$ cat src/rtl/sg_pkg.sv
package sg_pkg;
  // Access-permission phases of the guard.
  typedef enum logic [1:0] {
    SG_ON      = 2'd0,
    SG_FALLING = 2'd1,
    SG_PROT    = 2'd2,
    SG_RECOV   = 2'd3
  } sg_state_e;
endpackage

$ cat src/rtl/sg_sync.sv
module sg_sync #(
  parameter int          W       = 2,
  parameter int          STAGES  = 2,
  parameter logic [W-1:0] RST_VAL = '0
) (
  input  logic         clk,
  input  logic         rst,
  input  logic [W-1:0] d,
  output logic [W-1:0] q
);
  logic [W-1:0] pipe [STAGES];

  for (genvar s = 0; s < STAGES; s++) begin : g_stage
    if (s == 0) begin : g_first
      always_ff @(posedge clk) begin
        if (rst) pipe[s] <= RST_VAL;
        else     pipe[s] <= d;
      end
    end else begin : g_next
      always_ff @(posedge clk) begin
        if (rst) pipe[s] <= RST_VAL;
        else     pipe[s] <= pipe[s-1];
      end
    end
  end

  assign q = pipe[STAGES-1];
endmodule

$ cat src/rtl/sg_sequencer.sv
module sg_sequencer
  import sg_pkg::*;
#(
  parameter int PROTECT_US = 100,
  parameter int RECOVER_MS = 100,
  parameter int US_PER_MS  = 1000
) (
  input  logic      clk,
  input  logic      rst,
  input  logic      tick,
  input  logic      vok_s,
  input  logic      vbat_s,
  output sg_state_e state_o,
  output logic      access_ok_o,
  output logic      bat_sel_o
);
  localparam int PW = (PROTECT_US > 1) ? $clog2(PROTECT_US) : 1;
  localparam int UW = (US_PER_MS  > 1) ? $clog2(US_PER_MS)  : 1;
  localparam int MW = (RECOVER_MS > 1) ? $clog2(RECOVER_MS) : 1;
  localparam logic [PW-1:0] PLAST = PW'(PROTECT_US - 1);
  localparam logic [UW-1:0] ULAST = UW'(US_PER_MS - 1);
  localparam logic [MW-1:0] MLAST = MW'(RECOVER_MS - 1);

  sg_state_e     state;
  logic [PW-1:0] pcnt;
  logic [UW-1:0] ucnt;
  logic [MW-1:0] mcnt;

  always_ff @(posedge clk) begin
    if (rst) begin
      state <= SG_PROT;
      pcnt  <= '0;
      ucnt  <= '0;
      mcnt  <= '0;
    end else begin
      case (state)
        SG_ON: begin
          if (!vok_s) begin
            state <= SG_FALLING;
            pcnt  <= '0;
          end
        end
        SG_FALLING: begin
          if (vok_s) begin
            state <= SG_ON;
          end else if (tick) begin
            if (pcnt == PLAST) state <= SG_PROT;
            else               pcnt  <= pcnt + PW'(1);
          end
        end
        SG_PROT: begin
          if (vok_s) begin
            state <= SG_RECOV;
            ucnt  <= '0;
            mcnt  <= '0;
          end
        end
        SG_RECOV: begin
          if (!vok_s) begin
            state <= SG_PROT;
          end else if (tick) begin
            if (ucnt == ULAST) begin
              ucnt <= '0;
              if (mcnt == MLAST) state <= SG_ON;
              else               mcnt  <= mcnt + MW'(1);
            end else begin
              ucnt <= ucnt + UW'(1);
            end
          end
        end
        default: state <= SG_PROT;
      endcase
    end
  end

  always_ff @(posedge clk) begin
    if (rst) bat_sel_o <= 1'b0;
    else     bat_sel_o <= ~vbat_s;
  end

  assign state_o     = state;
  assign access_ok_o = (state == SG_ON) || (state == SG_FALLING);
endmodule

$ cat src/rtl/sg_gate.sv
module sg_gate (
  input  logic clk,
  input  logic rst,
  input  logic access_ok,
  input  logic ce_n,
  input  logic we_n,
  input  logic oe_n,
  output logic mem_en,
  output logic mem_we,
  output logic dq_oe
);
  // Re-arm only after chip enable has been seen released while allowed.
  logic armed;
  logic sel;

  always_ff @(posedge clk) begin
    if (rst || !access_ok) armed <= 1'b0;
    else if (ce_n)         armed <= 1'b1;
  end

  assign sel = access_ok && armed && !ce_n;

  always_ff @(posedge clk) begin
    if (rst) begin
      mem_en <= 1'b0;
      mem_we <= 1'b0;
      dq_oe  <= 1'b0;
    end else begin
      mem_en <= sel;
      mem_we <= sel && !we_n;
      dq_oe  <= sel && !oe_n && we_n;
    end
  end
endmodule

$ cat src/rtl/supply_guard.sv
module supply_guard
  import sg_pkg::*;
#(
  parameter int PROTECT_US  = 100,
  parameter int RECOVER_MS  = 100,
  parameter int US_PER_MS   = 1000,
  parameter int SYNC_STAGES = 2
) (
  input  logic clk,
  input  logic rst,
  input  logic tick_us_i,
  input  logic vok_i,
  input  logic vbat_ok_i,
  input  logic ce_n_i,
  input  logic we_n_i,
  input  logic oe_n_i,
  output logic mem_en_o,
  output logic mem_we_o,
  output logic dq_oe_o,
  output logic bat_sel_o
);
  logic [1:0] flags_s;
  logic       vok_s;
  logic       vbat_s;
  logic       access_ok;
  sg_state_e  seq_state;

  sg_sync #(.W(2), .STAGES(SYNC_STAGES), .RST_VAL(2'b10)) u_sync (
    .clk(clk), .rst(rst), .d({vbat_ok_i, vok_i}), .q(flags_s)
  );
  assign vok_s  = flags_s[0];
  assign vbat_s = flags_s[1];

  sg_sequencer #(
    .PROTECT_US(PROTECT_US), .RECOVER_MS(RECOVER_MS), .US_PER_MS(US_PER_MS)
  ) u_seq (
    .clk(clk), .rst(rst), .tick(tick_us_i), .vok_s(vok_s), .vbat_s(vbat_s),
    .state_o(seq_state), .access_ok_o(access_ok), .bat_sel_o(bat_sel_o)
  );

  sg_gate u_gate (
    .clk(clk), .rst(rst), .access_ok(access_ok),
    .ce_n(ce_n_i), .we_n(we_n_i), .oe_n(oe_n_i),
    .mem_en(mem_en_o), .mem_we(mem_we_o), .dq_oe(dq_oe_o)
  );
endmodule

$ cat config.mk
export PLATFORM = sky130hd
export DESIGN_NAME = supply_guard
export DESIGN_NICKNAME = d
export VERILOG_FILES = /design/src/rtl/sg_pkg.sv /design/src/rtl/sg_sync.sv /design/src/rtl/sg_sequencer.sv /design/src/rtl/sg_gate.sv /design/src/rtl/supply_guard.sv
export SDC_FILE = /design/constraint.sdc
export NUM_CORES = 1
export LEC_CHECK = 0
export ABC_AREA = 0
export BUFFER_PORTS_ARGS = -buffer_cell sky130_fd_sc_hd__buf_2
export CORE_MARGIN = 2
export CORE_UTILIZATION = 50
export DETAILED_ROUTE_END_ITERATION = 7
export GPL_ROUTABILITY_DRIVEN = 0
export GPL_TIMING_DRIVEN = 0
export HOLD_SLACK_MARGIN = 0.08
export PLACE_DENSITY = 0.68
export SLEW_MARGIN = 15
export SYNTH_ARGS = -nofsm -noshare
export SYNTH_HDL_FRONTEND = slang
export SYNTH_SLANG_ARGS = --single-unit
export TNS_END_PERCENT = 5
$ cat constraint.sdc
create_clock -name clk -period 2.2 [get_ports clk]
set_input_delay 0.22 -clock clk [delete_from_list [all_inputs] [get_ports clk]]
set_output_delay 0.22 -clock clk [all_outputs]
set_load 0.05 [all_outputs]
==> qor.yml <==
crit_chain: "ha_1 > and4_1 > o2bb2ai_1 > nor4_2 > a21oi_1 > a31o_2"
vias: 1322
drt-met1-wl_mm: 1.391
grt_pass1_wl_mm: 5.575
core_area_mm2: 0.003053
utilization_pct: 59.67
die_area_mm2: 0.003691
ys_ff_latch: 35
grt_max_degree: 14
syn_nets: 195
worst_pin_slew_ps: 464.0
synth-edff-count: 0
crit_required_ps: 2450
yosysSeqAreaShare_pct: 43.51
start_util_pct: 52.75
grt_overflow: 0
finalClockSkew_ps: 7.592
cts_tree: "done"
dr_wl_met2_mm: 1.426
final_nets: 217
crit_fanout: 7
power_w: 0.001066
irDropWorstVdd_mv: 0.3905
routed_wl_mm: 2.996
report.final.slew_viol_count: 0
crit_path_top_delay_cell: "nor4_2"
hpwl_mm: 2.181
setup_viol: 0
clock-root-buffer: "clkbuf_4"
fin_area_mm2: 0.001822
met3_length_um: 123
async_flop_share_pct: 0
rsz0062_at_grt: "false"
cts_setup_buffers: 0
outcome: "finished clean"
period_needed_ps: 1928
setup_tns_ps: 0
leakagePower_nw: 0.6980
port_buffers: 11
fin_hold_ws_ps: 135.7
critPathTopFamily: "simple AND/OR/NAND/NOR gates"
yosys.area.top_type: "dfxtp_1"
seq_area_um2: 700.7
slowest_delay_ps: 440
cap_viol_max_count: 0
clock.fmax_mhz: 518.8
insertion_delay_ps: 350
num_antenna_cells: 0
cts_made_buffers: 5
hold_class: "input pin to flop"
io_pins: 12
dr.pass1.iters: 4
die_w_um: 60.75
nFillCells: 296
rows: 20
syn_area_mm2: 0.001610
routedWlPerCell_um: 11.94
avgViaCountPerCell: 5.267
ctsResizeCount: 0
synth_top_cell_area_share_pct: 43.51
htree_levels: 2
yosys_warnings: 0
antenna_found_initial: 0
arrival_ps: 2180
antenna_left: 0
synth-main-ff-cell: "dfxtp_1"
first_global_vias: 1263
drcViolationCount: 0
globalRouteTotalUtil_pct: 20.67
dieHeight_um: 60.75
routed.top_layer: "met4"
drive_above_1_share_pct: 16.43
critPathBufInv: 0
syn_to_final_growth_pct: 13.13
post-route-period-util_pct: 87.62
synthTopCellsByArea: "dfxtp_1 44%, nor2_1 5.6%, nand2_1 4.4%, a21oi_1 2.8%, xnor2_1 2.7%"
hold_viol: 0
slew_headroom_pct: 68.81
p_per_area_mw_per_mm2: 585.3
post_dp_cell_area_mm2: 0.001720
synth.distinct_cells: 41
cts_buffer_depth: 2
cts_num_sinks: 35
syn_area_per_cell_um2: 8.752
initialDrtViolationCount: 43
worstSetupPathType: "flop to flop"
startpoint_type: "flop"
cts.hold.buffers_added: 4
clk_pin_slew_ps: 120
endpoint_kind: "flop"
syn-instance-count: 184
multiInputGateArea_um2: 862.1
==> where the power goes <==
group | internal [W] | switching (W)
clock network | 0.000128 | 0.000241
logic | 0.0000247 | 0.0000305
registers | 0.000639 | 0.00000377
total | 0.000791 | 0.000275
==> cells in the final DEF (no fill, tap or decap), drive strengths merged, types with 3 or more instances in the layout <==
cell type,Yosys,final
dfxtp,35,35
nor2,24,24
nand2,19,19
buf,3,14
a21oi,9,9
nand3,8,8
nor3,7,7
nand4,6,6
clkbuf,1,6
xnor2,5,5
xor2,5,5
o21ai,5,5
inv,4,5
and2,4,4
nand2b,4,4
dlygate4sd3,0,4
or2,4,4
nor2b,3,3
a21o,3,3
mux2i,3,3
and3,3,3
or4,3,3
ha,3,3
==> final timing paths <==
path | from | to | slack, ps | cells after the start
worst max register to register | u_seq.mcnt[0] | u_seq.mcnt[4] | 270 | 6
worst min-delay path | ce_n_i | u_gate.armed | 140 | 3
worst min register to register | u_sync.pipe[1][1] | u_seq.bat_sel_o | 390 | 1
worst max-delay path | u_seq.mcnt[0] | u_seq.mcnt[4] | 270 | 6
==> synth_stat cells (all sizes together) (4+ instances only) <==
cell,instances
nor2,24
nand4,6
nor3,7
xnor2,5
inv,4
nand2,19
xor2,5
a21oi,9
or2,4
and2,4
o21ai,5
dfxtp,35
nand3,8
nand2b,4
==> metrics by stage <==
step	cells	setup WS, ps
6_report	251	272.4
5_1_grt	251	136.8
4_1_cts	251	272.7
3_5_place_dp	239	294.7
3_3_place_gp	239	331.7
2_1_floorplan	184	477.9
==> kinds of logic (layout without fill, tap and decap cells) <==
group | after synthesis | count (layout) | synth area share (%)
AND/OR/NAND/NOR | 97 | 97 | 32.32
flip-flops | 35 | 35 | 43.51
AO/OA/AOI/OAI | 28 | 28 | 11.58
XOR/XNOR | 10 | 10 | 5.439
buffers and inverters | 8 | 31 | 2.952
adder cells (fa/ha/maj) | 3 | 3 | 2.331
multiplexers | 3 | 3 | 1.865
==> worst register-to-register path: stages, from the launching register on <==
cell       delay (ps)
dfxtp_1           370
ha_1              300
and4_1            230
o2bb2ai_1         150
nor4_2            440
a21oi_1           120
a31o_2            220
==> registers in the layout (all words and copies together) (netlist names), named ones only <==
register	count
u_seq.ucnt	10
u_seq.mcnt	7
u_seq.pcnt	7
u_sync.pipe	4
u_gate.armed	1
u_gate.dq_oe	1
u_gate.mem_en	1
u_gate.mem_we	1
u_seq.bat_sel_o	1
u_seq.state_o	1
==> per-layer routing <==
metal,up-vias,track usage [%]
met5,-,0
met4,0,7.453
met3,6,6.397
met2,18,33.64
met1,607,25.93
li1,691,-
==> layout make-up <==
type                            count  share of cell area, %
Tap cell                           44                  3.022
Multi-Input combinational cell    141                  47.32
Clock inverter                      3                  1.305
Buffer                              4                  1.786
Inverter                            4                 0.8242
Sequential cell                    35                  38.46
Timing Repair Buffer               15                  5.220
Clock buffer                        5                  2.060
No activity file was read; power rests on OpenSTA's default activity.
